--- src/rtl/fpexc_pkg.sv ---
package fpexc_pkg;
  localparam int unsigned FLD_W = 5;
  localparam int unsigned CLS_W = 4;
  localparam int unsigned REG_W = 3 * FLD_W;

  localparam int unsigned B_I = 0;
  localparam int unsigned B_U = 1;
  localparam int unsigned B_O = 2;
  localparam int unsigned B_Z = 3;
  localparam int unsigned B_V = 4;

  typedef logic [FLD_W-1:0] exc_t;

  typedef enum logic [CLS_W-1:0] {
    CLS_ADD  = 4'd0,
    CLS_SUB  = 4'd1,
    CLS_MUL  = 4'd2,
    CLS_DIV  = 4'd3,
    CLS_MAC  = 4'd4,
    CLS_CEQ  = 4'd5,
    CLS_CGT  = 4'd6,
    CLS_I2F  = 4'd7,
    CLS_TRC  = 4'd8,
    CLS_D2S  = 4'd9,
    CLS_S2D  = 4'd10,
    CLS_SQRT = 4'd11
  } cls_e;

  typedef struct packed {
    exc_t cause;
    exc_t flag;
    exc_t enable;
  } fpscr_t;
endpackage

--- src/rtl/fpexc_capmask.sv ---
module fpexc_capmask
  import fpexc_pkg::*;
(
  input  logic [CLS_W-1:0] cls_i,
  output exc_t             mask_o
);
  localparam exc_t M_V    = exc_t'(1) << B_V;
  localparam exc_t M_Z    = exc_t'(1) << B_Z;
  localparam exc_t M_OU   = (exc_t'(1) << B_O) | (exc_t'(1) << B_U);
  localparam exc_t M_I    = exc_t'(1) << B_I;
  localparam exc_t M_ARITH = M_V | M_OU | M_I;

  always_comb begin
    unique case (cls_i)
      CLS_ADD, CLS_SUB, CLS_MUL, CLS_MAC, CLS_D2S: mask_o = M_ARITH;
      CLS_DIV:                                     mask_o = M_ARITH | M_Z;
      CLS_I2F, CLS_SQRT:                           mask_o = M_V | M_I;
      CLS_CEQ, CLS_CGT, CLS_TRC, CLS_S2D:          mask_o = M_V;
      default:                                     mask_o = '0;
    endcase
  end
endmodule

--- src/rtl/fpexc_cause.sv ---
module fpexc_cause
  import fpexc_pkg::*;
(
  input  logic valid_i,
  input  exc_t status_i,
  input  exc_t cap_i,
  input  exc_t enable_i,
  input  logic qis_i,
  input  logic qnan_i,
  input  logic inf_i,
  output exc_t cause_o,
  output logic trap_o
);
  logic qis_hit;
  exc_t qis_vec;

  // special-operand trap only for instructions that may report invalid
  assign qis_hit = valid_i & qis_i & enable_i[B_V] & cap_i[B_V] & (qnan_i | inf_i);
  assign qis_vec = qis_hit ? (exc_t'(1) << B_V) : '0;
  assign cause_o = valid_i ? ((status_i & cap_i) | qis_vec) : '0;
  assign trap_o  = valid_i & (|(cause_o & enable_i));
endmodule

--- src/rtl/fpexc_regs.sv ---
module fpexc_regs
  import fpexc_pkg::*;
(
  input  logic               clk_i,
  input  logic               rst_ni,
  input  logic               wr_en_i,
  input  logic [REG_W-1:0]   wr_data_i,
  input  logic               upd_i,
  input  exc_t               cause_new_i,
  input  logic               trap_i,
  output fpscr_t             csr_o,
  output logic               req_o
);
  fpscr_t csr_q;

  always_ff @(posedge clk_i or negedge rst_ni) begin
    if (!rst_ni) begin
      csr_q <= '0;
      req_o <= 1'b0;
    end else begin
      req_o <= trap_i;
      if (wr_en_i) begin
        csr_q <= fpscr_t'(wr_data_i);
      end else if (upd_i) begin
        csr_q.cause <= cause_new_i;
        csr_q.flag  <= csr_q.flag | cause_new_i;
      end
    end
  end

  assign csr_o = csr_q;
endmodule

--- src/rtl/fpexc_ctrl.sv ---
module fpexc_ctrl
  import fpexc_pkg::*;
(
  input  logic                 clk_i,
  input  logic                 rst_ni,
  input  logic                 ins_valid_i,
  input  logic [CLS_W-1:0]     ins_class_i,
  input  logic [FLD_W-1:0]     status_i,
  input  logic                 op_qnan_i,
  input  logic                 op_inf_i,
  input  logic                 qis_i,
  input  logic                 wr_en_i,
  input  logic [REG_W-1:0]     wr_data_i,
  output logic [FLD_W-1:0]     enable_o,
  output logic [FLD_W-1:0]     flag_o,
  output logic [FLD_W-1:0]     cause_o,
  output logic                 halt_o,
  output logic                 exc_req_o
);
  exc_t   cap;
  exc_t   cause_new;
  logic   trap;
  fpscr_t csr;

  fpexc_capmask u_cap (
    .cls_i  (ins_class_i),
    .mask_o (cap)
  );

  fpexc_cause u_cause (
    .valid_i  (ins_valid_i),
    .status_i (status_i),
    .cap_i    (cap),
    .enable_i (csr.enable),
    .qis_i    (qis_i),
    .qnan_i   (op_qnan_i),
    .inf_i    (op_inf_i),
    .cause_o  (cause_new),
    .trap_o   (trap)
  );

  fpexc_regs u_regs (
    .clk_i       (clk_i),
    .rst_ni      (rst_ni),
    .wr_en_i     (wr_en_i),
    .wr_data_i   (wr_data_i),
    .upd_i       (ins_valid_i),
    .cause_new_i (cause_new),
    .trap_i      (trap),
    .csr_o       (csr),
    .req_o       (exc_req_o)
  );

  assign enable_o = csr.enable;
  assign flag_o   = csr.flag;
  assign cause_o  = csr.cause;
  assign halt_o   = trap;
endmodule

--- config.mk ---
export PLATFORM = sky130hd
export DESIGN_NAME = fpexc_ctrl
export DESIGN_NICKNAME = d
export VERILOG_FILES = /design/src/rtl/fpexc_pkg.sv /design/src/rtl/fpexc_capmask.sv /design/src/rtl/fpexc_cause.sv /design/src/rtl/fpexc_regs.sv /design/src/rtl/fpexc_ctrl.sv
export SDC_FILE = /design/constraint.sdc
export NUM_CORES = 1
export LEC_CHECK = 0
export ABC_AREA = 1
export BUFFER_PORTS_ARGS = -buffer_cell sky130_fd_sc_hd__buf_2
export CORE_ASPECT_RATIO = 0.9
export CORE_MARGIN = 2
export CORE_UTILIZATION = 35
export CTS_CLUSTER_SIZE = 24
export DETAILED_ROUTE_END_ITERATION = 8
export PLACE_DENSITY_LB_ADDON = 0.12
export SYNTH_ARGS = -nofsm -noshare
export SYNTH_HDL_FRONTEND = slang
export SYNTH_HIERARCHICAL = 1
export SYNTH_SLANG_ARGS = --single-unit
--- constraint.sdc ---
create_clock -name clk_i -period 1.1 [get_ports clk_i]
set_input_delay 0.11 -clock clk_i [delete_from_list [all_inputs] [get_ports clk_i]]
set_output_delay 0.11 -clock clk_i [all_outputs]
set_load 0.02 [all_outputs]
==> Word-level counts from Yosys, hierarchy flattened <==
Memory sizes are Yosys's and may differ from the RTL's.
Cells that the tools add are included.
{ "classes": {"n_shift": 0, "multipliers": 0, "magnitude_cmp": 0, "addsub": 0, "bitwise_logic": 10, "eq_ne": 0, "reduce_logical": 2, "mux": 4, "div_mod_pow": 0} }
{ "op_table": {"columns": ["cell", "n"], "rows": [
  ["$mux W10", 2],
  ["$and A5 B5 Y5", 2],
  ["$mux W5", 2],
  ["$or A5 B5 Y5", 2],
  ["$and A1 B1 Y1", 5],
  ["$reduce_or A5 Y1", 1],
  ["$reduce_bool A2 Y1", 1],
  ["$or A1 B1 Y1", 1]
]} }
{ "totals": {"register_bits": 16, "latch_bits": 0, "n_memories": 1, "romBits": 80, "output_inout_bits": 17, "in_bits": 31, "ramBits": 0, "wordCells": 21} }
{ "mem_list": {"columns": ["name", "words", "width", "rd", "rd_clocked_by_memory_dff", "wr", "line_no", "rtl"], "rows": [
  ["(no name shown)", 16, 5, 1, 0, 0, "fpexc_capmask.sv:14", "unique case (cls_i)"]
]} }

==> Depth between registers and ports, before layout <==
{ "logic_depth": {"depth_word": 10, "mapped_depth": 13, "mapped_depth_nobuf": 12} }

==> By module <==
The synthesis kept the hierarchy.
{ "by_module_without_submodules": {"columns": ["module", "area_each_um2", "n_inst", "cells_each", "seq_area_each_um2"], "rows": [
  ["fpexc_regs", 764.5, 1, 101, 400.4],
  ["fpexc_cause", 131.4, 1, 29, 0.0],
  ["fpexc_capmask", 107.6, 1, 20, 0.0]
]} }

==> Worst setup path after synthesis <==
Ideal clock, no wire load.
{ "synth_path": {"path_type": "input -> register", "startpoint": "input ins_class_i[0]", "endpoint": "register u_regs.req_o", "arrival_ns": 0.965, "setup_ns": 0.175, "path_stages": 11, "setup_slack_ns": -0.040, "required_time_ns": 0.925, "n_path_buf": 1, "cell_sequence": "inv_1 ha_1 inv_1 nand2_1 nand2_1 nand2_1 buf_4 nand4_1 nand2_1 nor2_1 nand2_1"} }
{ "synth_between": {"word_cells_on_any_way": 10, "classes_between": "mux (2); bitwise (6); reduce/logical (1); memory (1)"} }
{ "synth_lines": {"columns": ["item", "line_no", "rtl"], "rows": [
  ["start, declared", "fpexc_ctrl.sv:7", "input logic [CLS_W-1:0] ins_class_i,"],
  ["$mem_v2 Z16 W5", null, null],
  ["via cap[1]", "fpexc_ctrl.sv:20", "exc_t cap;"],
  ["$and A5 B5 Y5", "fpexc_cause.sv:20", "assign cause_o = valid_i ? ((status_i & cap_i) | qis_vec) : '0;"],
  ["$or A5 B5 Y5", "fpexc_cause.sv:20", null],
  ["$mux W5", "fpexc_cause.sv:20", null],
  ["$and A5 B5 Y5", "fpexc_cause.sv:21", "assign trap_o = valid_i & (|(cause_o & enable_i));"],
  ["$reduce_or A5 Y1", "fpexc_cause.sv:21", null],
  ["$and A1 B1 Y1", "fpexc_cause.sv:21", null],
  ["via halt_o", "fpexc_ctrl.sv:17", "output logic halt_o,"],
  ["end signal, assigned", "fpexc_regs.sv:21", "req_o <= trap_i;"],
  ["end, declared", "fpexc_regs.sv:12", "output logic req_o"]
]} }
The timed path passes the listed nets, and every way through them passes these cells.
A chain may end at the register's enable or synchronous reset.

==> Worst setup path in the final report <==
{ "layout_path": {"startpoint": "register u_regs.csr_q (netlist bit u_regs/csr_o[4])", "endpoint": "output halt_o"} }
{ "layout_between": {"elab_chain_len": 9} }
{ "layout_rtl": {"columns": ["item", "line_no", "rtl"], "rows": [
  ["start, declared", "fpexc_regs.sv:14", "fpscr_t csr_q;"],
  ["start signal, assigned", "fpexc_regs.sv:23", "csr_q <= fpscr_t'(wr_data_i);"],
  ["$and A1 B1 Y1 (3 in a row)", "fpexc_cause.sv:18", "assign qis_hit = valid_i & qis_i & enable_i[B_V] & cap_i[B_V] & (qnan_i | inf_i);"],
  ["$mux W5", "fpexc_cause.sv:19", "assign qis_vec = qis_hit ? (exc_t'(1) << B_V) : '0;"],
  ["$or A5 B5 Y5", "fpexc_cause.sv:20", null],
  ["$mux W5", "fpexc_cause.sv:20", null],
  ["$and A5 B5 Y5 (*)", "fpexc_cause.sv:21", null],
  ["$reduce_or A5 Y1 (*)", "fpexc_cause.sv:21", null],
  ["$and A1 B1 Y1 (*)", "fpexc_cause.sv:21", null],
  ["end, declared", "fpexc_ctrl.sv:17", null]
]} }
Mark *: on every way between the ends. The rest lies on a longest branch, timed or not.

==> flow_summary.json <==
{
  "die_h_um": 54.80,
  "ys_seq_area_share_pct": 39.90,
  "cts_tree": "yes",
  "final.period_utilization_pct": 114.0,
  "tightest_slew_ns": 0.3746,
  "endpoint_kind": "output pin",
  "reg2reg_setup_slack_ns": 0,
  "synth.top_cell.area_share_pct": 39.90,
  "path_class": "flop to output pin",
  "maxUsedRoutingLayer": "met3",
  "drtPass1Iterations": 4,
  "totalWireLength_mm": 2.326,
  "crit_arrival_ns": 1.14,
  "synth.area.top_cells": "dfrtp_1, nand2_1, inv_1",
  "drv_cap": 0,
  "grtUsageTotal_pct": 15.20,
  "synth_area_um2": 1003,
  "hp-start": "wr_data_i[1]",
  "cp.required_ns": 0.99,
  "clkTransAtPathRegs_ns": 0.09,
  "grt_pass1_wl_mm": 3.753,
  "grt_start_max_net_pins": 18,
  "synth_top_cells_by_count": "nand2_1, inv_1, dfrtp_1, nand3_1, nand2_2",
  "grt_overflow_total": 0,
  "min_to": "u_regs/csr_o[1]",
  "place_congestion": 0.7654,
  "min_path_cells": 3,
  "cts_buffers": 3,
  "layout_setup_ws_ns": -0.1535,
  "fp.dieW_um": 60.44,
  "root_buffer": "clkbuf_4",
  "syn_nets": 184,
  "critPathMaxFanout": 2,
  "clock-sinks": 16,
  "htree_levels": 1,
  "finalNonFillerCells": 247,
  "slew_headroom_pct": 75.03,
  "r2r_end": "u_regs/csr_o[9]",
  "vias": 1015,
  "drcViolationCount": 0,
  "yosys.cell_types.count": 15,
  "yosysMostFrequentCell": "nand2_1",
  "yosysWarningCount": 6,
  "wl_per_cell_um": 9.417,
  "drt_iter0_markers": 36,
  "antenna_left": 0,
  "avgViaCountPerCell": 4.109,
  "start_kind": "flop",
  "leakage_nw": 0.8886,
  "clkLatencyLatePin_ns": 0.29,
  "placed_cells": 236,
  "status": "finished with violations",
  "antenna_found_initial": 0,
  "ys.flop_type": "dfrtp_1",
  "max_clock_freq_mhz": 797.7,
  "route.met2.wl_mm": 1.117,
  "wl_met1_mm": 1.047,
  "place_area_um2": 1279,
  "drive_gt1_share_pct": 37.68,
  "nets": 243,
  "holdWs_ns": 0.01989,
  "async_reset_ff_share_pct": 100.0,
  "worstRegToRegCells": 9,
  "die_area_um2": 3312,
  "synth_top_area_cell": "dfrtp_1",
  "peakVddDrop_v": 0.0007847,
  "core_area_um2": 2748,
  "max-clock-path-buffers": 2,
  "pin_count": 48,
  "n_antenna_cell": 0,
  "regToRegStartpoint": "u_regs/csr_o[4]",
  "powerDensity_nw_per_um2": 1007,
  "power_w": 0.001423,
  "rsz0062_at_grt": "yes",
  "port_buffers": 47,
  "final_max_slew_viol_count": 0,
  "setup_viol": 2,
  "failed_checks": "setup timing",
  "dp_hpwl_mm": 1.799,
  "final_util_pct": 51.46,
  "syn_avg_cell_area_um2": 6.690,
  "syn_inst": 150,
  "placementRows": 18,
  "grt_pass1_vias": 918,
  "wl_met3_um": 162,
  "final_hold_viol_count": 0,
  "fin_crit_ns": 1.254,
  "finClkSkew_ns": 0.004669,
  "ys_seq_elements": 16,
  "synth_edf_count": 0,
  "syn_to_final_growth_pct": 40.90,
  "initial_core_util_pct": 36.52,
  "hold_path.class": "input port to flop",
  "finalInstanceArea_um2": 1414
}
==> where the power goes <==
group / leakage (nW) / internal (W) / switching, W
sequential: 0.188 / 0.000641 / 0.0000249
clock: 0.0138 / 0.000127 / 0.000180
combinational: 0.686 / 0.000191 / 0.000259
total: 0.889 / 0.000959 / 0.000464
==> cell families (layout without fill, tap and decap cells) <==
family	Yosys count	after routing	share of synthesized area [%]
AND/OR/NAND/NOR	94	94	39.65
buffers and inverters	36	93	16.21
flip-flops	16	16	39.90
adder cells (fa/ha/maj)	3	3	3.741
AO/OA/AOI/OAI	1	1	0.4983
==> worst max-delay path, cell delays in order, from the launching register on <==
cell     delay, ns
dfrtp_1       0.40
nand2_1       0.06
inv_1         0.04
nand2_2       0.06
nand2_2       0.05
nand3_2       0.06
nand2_2       0.06
buf_6         0.13
==> state kept, by name, summed over array words and instances, names as in the netlist <==
name / cells
u_regs/req_o: 1
u_regs/csr_o: 15
==> layout make-up <==
class,count,area (µm²)
Clock buffer,3,22.52
Fill cell,297,1334
Inverter,32,125.1
Multi-Input combinational cell,98,467.9
Sequential cell,16,400.4
Tap cell,40,50.05
Timing Repair Buffer,58,347.8
==> through the flow <==
| stage | TNS, ns | worst slack [ns] |
|---|---|---|
| CTS | -0.1844 | -0.1844 |
| detailed placement | -0.8619 | -0.2273 |
| global route | -0.6242 | -0.2478 |
| finish | -0.1583 | -0.1535 |
| floorplan | 0 | 0.007425 |
| global placement | -0.6040 | -0.1999 |
==> per-layer routing <==
layer | up-vias | track usage [%]
li1 | 549 | -
met1 | 432 | 18.88
met3 | 0 | 4.965
met5 | - | 0
met2 | 34 | 26.45
met4 | 0 | 2.174
==> cell usage in the layout, fill, tap and decap left out, drive strengths merged <==
| cell | n |
|---|---|
| nand2 | 76 |
| buf | 57 |
| inv | 32 |
| dfrtp | 16 |
| nand3 | 8 |
| nor2 | 7 |
| clkbuf | 3 |
| nand4 | 3 |
| ha | 3 |
| dlygate4sd3 | 1 |
| a21oi | 1 |
==> worst max-delay path by stage <==
stage,startpoint,endpoint,slack [ns],cells after the start
after global routing,ins_class_i[0],halt_o,-0.25,11
after floorplan,ins_class_i[1],u_regs/req_o,0.007,11
after global placement,ins_class_i[0],halt_o,-0.20,11
final,u_regs/csr_o[4],halt_o,-0.15,7
after CTS,u_regs/csr_o[4],halt_o,-0.18,7
after detailed placement,ins_class_i[0],halt_o,-0.23,11
==> timing repair <==
item                                    in CTS  in global routing
setup buffers                                5                  3
pin swaps                                    5                  5
hold endpoints to repair                    16                  0
gates resized for setup                      7                  8
endpoints found under the setup margin       1                  6
hold buffers                                 1                  0
No activity file was read; power rests on OpenSTA's default activity.
